### src/rtl/irqagg_pkg.sv
package irqagg_pkg;
    localparam int GRP_W   = 8;
    localparam int NUM_SRC = 2 * GRP_W + 1;
    localparam int IDX_W   = $clog2(NUM_SRC);
    localparam int LOW_W   = $clog2(GRP_W);

    typedef enum logic [1:0] {
        PICK_CASC = 2'd0,
        PICK_G0   = 2'd1,
        PICK_G1   = 2'd2,
        PICK_G2   = 2'd3
    } pick_grp_e;

    typedef struct packed {
        logic             valid;
        logic [IDX_W-1:0] idx;
    } svc_pick_t;

    // Index of the lowest set bit in a group byte (0 when empty).
    function automatic logic [LOW_W-1:0] low_bit(input logic [GRP_W-1:0] v);
        logic [LOW_W-1:0] r;
        r = '0;
        for (int i = GRP_W - 1; i >= 0; i--) begin
            if (v[i]) r = LOW_W'(i);
        end
        return r;
    endfunction
endpackage

### src/rtl/irqagg_sync.sv
module irqagg_sync #(
    parameter int W      = 17,
    parameter int STAGES = 2
) (
    input  logic         clk,
    input  logic         rst,
    input  logic [W-1:0] d,
    output logic [W-1:0] q
);
    logic [W-1:0] stg [STAGES];

    generate
        for (genvar s = 0; s < STAGES; s++) begin : g_stage
            if (s == 0) begin : g_first
                always_ff @(posedge clk) begin
                    if (rst) stg[s] <= '0;
                    else     stg[s] <= d;
                end
            end else begin : g_next
                always_ff @(posedge clk) begin
                    if (rst) stg[s] <= '0;
                    else     stg[s] <= stg[s-1];
                end
            end
        end
    endgenerate

    assign q = stg[STAGES-1];
endmodule

### src/rtl/irqagg_mask_regs.sv
module irqagg_mask_regs
    import irqagg_pkg::*;
#(
    parameter int CASCADE_BIT = 3
) (
    input  logic               clk,
    input  logic               rst,
    input  logic               we,
    input  logic [1:0]         addr,
    input  logic [GRP_W-1:0]   wdata,
    output logic [NUM_SRC-1:0] en
);
    localparam logic [GRP_W-1:0] G0_RST = GRP_W'(1) << CASCADE_BIT;

    logic [GRP_W-1:0] en_g0, en_g1;
    logic             en_g2;

    always_ff @(posedge clk) begin
        if (rst) begin
            en_g0 <= G0_RST;
            en_g1 <= '0;
            en_g2 <= 1'b0;
        end else if (we) begin
            unique case (addr)
                2'd0:    en_g0 <= ~wdata;
                2'd1:    en_g1 <= ~wdata;
                2'd2:    en_g2 <= ~wdata[0];
                default: ;
            endcase
        end
    end

    assign en = {en_g2, en_g1, en_g0};
endmodule

### src/rtl/irqagg_prio_enc.sv
module irqagg_prio_enc
    import irqagg_pkg::*;
#(
    parameter int CASCADE_BIT = 3
) (
    input  logic [NUM_SRC-1:0] qual,
    output svc_pick_t          pick
);
    logic [GRP_W-1:0] q0, q1;
    logic             any;
    pick_grp_e        grp;

    assign q0  = qual[GRP_W-1:0];
    assign q1  = qual[2*GRP_W-1:GRP_W];
    assign any = |qual;

    always_comb begin
        if (q0[CASCADE_BIT])  grp = PICK_CASC;
        else if (|q0)         grp = PICK_G0;
        else if (|q1)         grp = PICK_G1;
        else                  grp = PICK_G2;
    end

    always_comb begin
        pick = '0;
        if (any) begin
            pick.valid = 1'b1;
            unique case (grp)
                PICK_CASC: pick.idx = IDX_W'(CASCADE_BIT);
                PICK_G0:   pick.idx = IDX_W'(low_bit(q0));
                PICK_G1:   pick.idx = IDX_W'(GRP_W) + IDX_W'(low_bit(q1));
                PICK_G2:   pick.idx = IDX_W'(2 * GRP_W);
                default:   pick.idx = '0;
            endcase
        end
    end
endmodule

### src/rtl/irqagg_top.sv
module irqagg_top
    import irqagg_pkg::*;
#(
    parameter int CASCADE_BIT = 3,
    parameter int SYNC_STAGES = 2
) (
    input  logic         clk,
    input  logic         rst,
    input  logic [16:0]  req,
    input  logic         bus_we,
    input  logic [1:0]   bus_addr,
    input  logic [7:0]   bus_wdata,
    output logic [7:0]   bus_rdata,
    output logic         irq_out,
    output logic         svc_valid,
    output logic [4:0]   svc_idx
);
    logic [NUM_SRC-1:0] sync_req;
    logic [NUM_SRC-1:0] en_vec;
    logic [NUM_SRC-1:0] qual;
    svc_pick_t          pick;

    irqagg_sync #(.W(NUM_SRC), .STAGES(SYNC_STAGES)) u_sync (
        .clk (clk),
        .rst (rst),
        .d   (req),
        .q   (sync_req)
    );

    irqagg_mask_regs #(.CASCADE_BIT(CASCADE_BIT)) u_mask (
        .clk   (clk),
        .rst   (rst),
        .we    (bus_we),
        .addr  (bus_addr),
        .wdata (bus_wdata),
        .en    (en_vec)
    );

    assign qual = sync_req & en_vec;

    irqagg_prio_enc #(.CASCADE_BIT(CASCADE_BIT)) u_enc (
        .qual (qual),
        .pick (pick)
    );

    always_comb begin
        unique case (bus_addr)
            2'd0:    bus_rdata = sync_req[GRP_W-1:0];
            2'd1:    bus_rdata = sync_req[2*GRP_W-1:GRP_W];
            2'd2:    bus_rdata = {{(GRP_W-1){1'b0}}, sync_req[2*GRP_W]};
            default: bus_rdata = '0;
        endcase
    end

    assign irq_out   = |qual;
    assign svc_valid = pick.valid;
    assign svc_idx   = pick.idx;
endmodule

### config.mk
export PLATFORM = sky130hd
export DESIGN_NAME = irqagg_top
export DESIGN_NICKNAME = d
export VERILOG_FILES = /design/src/rtl/irqagg_pkg.sv /design/src/rtl/irqagg_sync.sv /design/src/rtl/irqagg_mask_regs.sv /design/src/rtl/irqagg_prio_enc.sv /design/src/rtl/irqagg_top.sv
export SDC_FILE = /design/constraint.sdc
export NUM_CORES = 1
export LEC_CHECK = 0
export BUFFER_PORTS_ARGS = -buffer_cell sky130_fd_sc_hd__buf_2
export CAP_MARGIN = 30
export CORE_UTILIZATION = 56
export DETAILED_ROUTE_END_ITERATION = 16
export GPL_ROUTABILITY_DRIVEN = 0
export PLACE_DENSITY = 0.85
export RECOVER_POWER = 50
export SLEW_MARGIN = 10
export SYNTH_ARGS = -nofsm -noshare
export SYNTH_HDL_FRONTEND = slang
export SYNTH_SLANG_ARGS = --single-unit
### constraint.sdc
create_clock -name clk -period 3.95 [get_ports clk]
set_clock_uncertainty 0.2 [all_clocks]
set_input_delay 0.1975 -clock clk [delete_from_list [all_inputs] [get_ports clk]]
set_output_delay 0.1975 -clock clk [all_outputs]
set_load 0.05 [all_outputs]
**Yosys cells after proc, flatten, opt, wreduce, memory -nomap -nowiden**

Memory sizes are Yosys's and may differ from the RTL's.
Cells that the tools add are included.

- Add/subtract/negate cells: 1
- Equality and inequality tests: 5
- Mux-type cells: 29
- Bitwise gates (word level): 5
- Reductions and logical operators: 8

Operators with widths:

| kind | count |
|---|---|
| $mux W3 | 18 |
| $mux W17 | 2 |
| $pmux W8 S3 | 1 |
| $pmux W5 S4 | 1 |
| $and A17 B17 Y17 | 1 |
| $reduce_or A17 Y1 | 1 |
| $reduce_or A8 Y1 | 2 |
| $not A8 Y8 | 1 |
| $eq A2 B2 Y1 const B | 3 |
| $mux W6 | 1 |
| $reduce_and A2 Y1 | 3 |
| $add A4 B3 Y5 const A | 1 |
| $eq A2 B1 Y1 const B | 2 |
| $logic_not A2 Y1 | 2 |
| $mux W1 | 4 |
| $mux W2 | 2 |
| $or A1 B1 Y1 | 2 |
| $not A1 Y1 | 1 |

- Register bits after elaboration: 17
- RAM bits: 34
- Input bits: 30
- Output and inout bits: 15
- Word-level logic and storage cells: 52
- Memories: 1

Memory list:

| name | words | width | read ports | clocked after Yosys merged registers in | write ports | RTL line | RTL |
|---|---|---|---|---|---|---|---|
| u_sync.stg | 2 | 17 | 2 | 0 | 2 | irqagg_sync.sv:10 | `logic [W-1:0] stg [STAGES];` |

**Depth between registers and ports, before layout**

An unclocked memory read counts as a cell.

- Depth in word-level cells: 15
- Mapped depth: 6
- Gate-level depth less buffers: 5

**Hierarchy**

From an unflattened synthesis, not the netlist that was laid out.

- Cell total of the unflattened synthesis: 220
- Area, all modules: 2204.6 um^2

Modules (own cells, without submodules):

| module | instances | cells an instance | area an instance (um^2) | seq. area each (um^2) |
|---|---|---|---|---|
| irqagg_sync | 1 | 71 | 937.1 | 680.7 |
| irqagg_mask_regs | 1 | 70 | 757.0 | 340.3 |
| irqagg_top | 1 | 44 | 304.0 | 0.0 |
| irqagg_prio_enc | 1 | 35 | 206.4 | 0.0 |

**Worst setup path after synthesis**

Ideal clock, no wire load.

- Path type: flip-flop to output port
- From: mem u_sync.stg[1][6]
- To: out svc_idx[4]
- Arrival: 1.952 ns
- Required time: 3.553 ns
- Path slack: 1.600 ns
- Stages on the path, launching flop included: 5
- Buffers on the path: 0
- Cell sequence: dfxtp_1 a22o_2 and3b_1 nand2b_1 nor3_1

RTL lines:

| item | RTL line | RTL |
|---|---|---|
| start, declared | irqagg_sync.sv:10 |  |
| end, declared | irqagg_top.sv:16 | `output logic [4:0] svc_idx` |

==> reports/qor.log <==
INFO  status         run_status=complete, but fails checks
INFO  status         failed_checks=capacitance limit, slew limit
INFO  power          worst_ir_drop_vdd=355uV
INFO  synth          synth_area=1870um2
INFO  routing        remaining_design_rule_violation_count=0
INFO  sta            final_hold_viol_count=0
INFO  sta            final_min_period_over_clock_period=61.1%
INFO  routing        drt-initial-drc-count=119
INFO  worst_setup_path path_buf_inv=1
INFO  routing        first_pass_iters=4
INFO  routing        num_vias=1574
INFO  global_route   grt_max_degree=52
INFO  cts            cts_inserted_buffers=5
INFO  sta            final.min_clock_period=2.41ns
INFO  worst_setup_path worstPathArrival=2.02ns
INFO  layout         final-instance-count-excl-fill=305
INFO  placement      post-dp-hpwl=2.50mm
INFO  power          p_per_area=405nW/um2
INFO  layout         post_route_cells_drive_above_1_share=20.3%
INFO  synth          synth-seq-cells=51
INFO  cts            htreeDepth=2
INFO  cts            clock_root_buffer=sky130_fd_sc_hd__clkbuf_4
INFO  synth          synth_top_area_share=54.5%
INFO  placement      numPlacedInstances=271
INFO  floorplan      placement_rows=20
INFO  floorplan      core_box_area=3100um2
INFO  global_route   global_route.usage.total=26.2%
INFO  synth          yosys.area_share.simple=25.3%
INFO  synth          yosys_cell_types=27
INFO  synth          synthesized_instance_count=194
INFO  floorplan      initial_core_util=60.4%
INFO  sta            setup_viol_count_final=0
INFO  layout         utilization_after_layout=78.8%
INFO  min_path       hold_path_depth=5
INFO  worst_setup_path path_delay_family=compound AO/OA/AOI/OAI gates
INFO  synth          synthDominantAreaCellType=sky130_fd_sc_hd__dfxtp_1
INFO  synth          synth_xor_area_share=0%
INFO  placement      placement.io_buffers=44
INFO  synth          synth_area_per_cell=9.65um2
INFO  cts            path_clk_slew=0.14ns
INFO  flow_run       maxCapViolCount=1
INFO  worst_setup_path critical-path-slowest-cell=sky130_fd_sc_hd__dfxtp_1
INFO  routing        ant_nets=0
INFO  worst_setup_path worstPathCellList=a22oi_1, nand3_1, nand2b_1, a32o_1, a31o_1, buf_2
INFO  cts            tritoncts=built
INFO  worst_setup_path setup_cp_type=register to primary output
INFO  synth          ys_top_cells_by_area=sky130_fd_sc_hd__dfxtp_1 (55%), sky130_fd_sc_hd__nor2b_1 (11%), sky130_fd_sc_hd__a211oi_1 (6.4%)
INFO  worst_setup_path reg2regPathDepth=2
INFO  synth          synthAdderAreaFrac=0%
INFO  synth          syn-num-nets=224
INFO  power          total_leakage_power=0.00104uW
INFO  cts            numClockSinks=51
INFO  sta            report.final.slew_viol_count=52
INFO  min_path       hp-class=input port to register
INFO  floorplan      floorplan.die.width=59.8um
INFO  floorplan      fp.dieH=59.8um
INFO  layout         mostFrequentLayoutCell=sky130_fd_sc_hd__dfxtp_1
INFO  worst_setup_path worst_setup_path_start_kind=register
INFO  sta            setup_tns=0ns
INFO  routing        drt-total-wl=4.11mm
INFO  synth          yosysWarnings=0
INFO  global_route   grt_overflow_total=0
INFO  sta            slew_headroom=-37.0%
INFO  sta            max_clock_freq=0.414GHz
INFO  cts            clock_tree_buf_depth=2
INFO  cts            worst_skew_pair.late_latency=0.36ns
INFO  global_route   grt_antenna_before_repair=0
INFO  synth          synth-seq-area-share=54.5%
INFO  floorplan      design.portCount=45
INFO  placement      detailed_place.area=2100um2
INFO  global_route   grt_pass1_wl=6.59mm
INFO  worst_setup_path critical_path_required=3.55ns
INFO  routing        drt-wirelength-per-cell=13.5um
INFO  layout         numnets_final=290
INFO  global_route   first_global_vias=1540
INFO  floorplan      fp.dieArea=3580um2
INFO  synth          yosys-mux-area-fraction=4.28%
INFO  routing        vias_per_cell=5.16
INFO  worst_setup_path critPathMaxStageDelay=0.36ns
INFO  layout         fin_area=2440um2
INFO  worst_setup_path cp_num_cells=6
INFO  layout         mostFrequentLayoutCells=sky130_fd_sc_hd__dfxtp_1 (51), sky130_fd_sc_hd__buf_2 (43), sky130_fd_sc_hd__nor2b_1 (34)
INFO  worst_setup_path cp_max_fo=4
INFO  layout         number_of_diodes_added_for_antenna_fixing=0
INFO  synth          synth_top_family_by_area=simple AND/OR/NAND/NOR gates
INFO  worst_setup_path crit_path_end_kind=primary output
INFO  synth          share_of_the_synthesized_area_in_compound_gates_ao_oa_aoi_oai=13.3%
INFO  sta            holdWs=0.103ns
INFO  sta            setup_repair_after_global_routing_missed_its_margin=false
INFO  sta            max_slew.worst_pin.slew=2.06ns
INFO  layout         layout-area-overhead-vs-synth=30.5%
cells by family (layout without fill, tap and decap cells):
group	Yosys count	in the layout
buffers and inverters	11	78
muxes	8	8
DFF	51	51
AOI/OAI and AO/OA	33	33
and+or+nand+nor	91	91
timing repair:
item | 4_1_cts | 5_1_grt
gates resized for setup | 0 | 0
hold buffers | 26 | 0
buffers inserted | 0 | 0
hold endpoints to repair | 34 | 0
tightest hold or removal path: cells and delay by family:
kind	cells	cell delay, ns
buffers and inverters	1	0.18
AOI/OAI and AO/OA	1	0.05
and+or+nand+nor	3	0.20
power by group:
part	switching, uW	total (uW)	internal [uW]	leakage, uW
clock	152	302	150	0.0000482
combinational	76.7	135	58.6	0.000573
sequential	14.2	554	539	0.000420
total	243	991	748	0.00104
stage by stage:
stage          setup slack (ns)  total power, uW
6_report                   1.54              991
5_1_grt                    1.39             1040
3_3_place_gp               2.02              675
4_1_cts                    1.54              995
3_5_place_dp               1.98              677
2_1_floorplan              1.60              645
final cells by class:
class / count / area [um2]
timing repair buffer: 70 / 479
clock buffer: 6 / 51.3
clock inverter: 2 / 35.0
sequential: 51 / 1020
tap: 44 / 55.1
fill: 221 / 658
multi-input combinational: 132 / 803
metal layers:
layer,vias to the layer above,GRT usage (%),share of wire (%)
met2,66,43.7,50
li1,792,-,-
met3,18,10.8,5.7
met1,698,28.2,42
met4,0,14.0,3.0
met5,-,0,0
registers in the layout (all words and copies together), names as in the netlist:
signal / flops
u_mask.en_g0: 8
u_mask.en_g2: 1
u_sync.stg: 34
u_mask.en_g1: 8
worst paths after layout:
kind                                  startpoint               end  slack, ns
worst min-delay path                 bus_addr[1]      u_mask.en_g2       0.10
worst max-delay path            u_sync.stg[1][0]        svc_idx[0]       1.54
worst max register to register   u_mask.en_g1[1]   u_mask.en_g1[1]       2.85
worst min register to register  u_sync.stg[0][1]  u_sync.stg[1][1]       0.25
synth_stat cells (all sizes together):
master,instances
dfxtp,51
nor2b,34
nor2,25
a211oi,16
nand2,16
mux2i,8
clkbuf,7
a22oi,4
buf,4
nand3,4
a32o,3
nand2b,3
o21ai,3
a21oi,2
a22o,2
and2,2
and3b,2
a31o,1
a32oi,1
and2b,1
nand3b,1
nand4,1
nor3,1
nor3b,1
o211ai,1
Note: power is estimated with default switching activity, not from simulation.
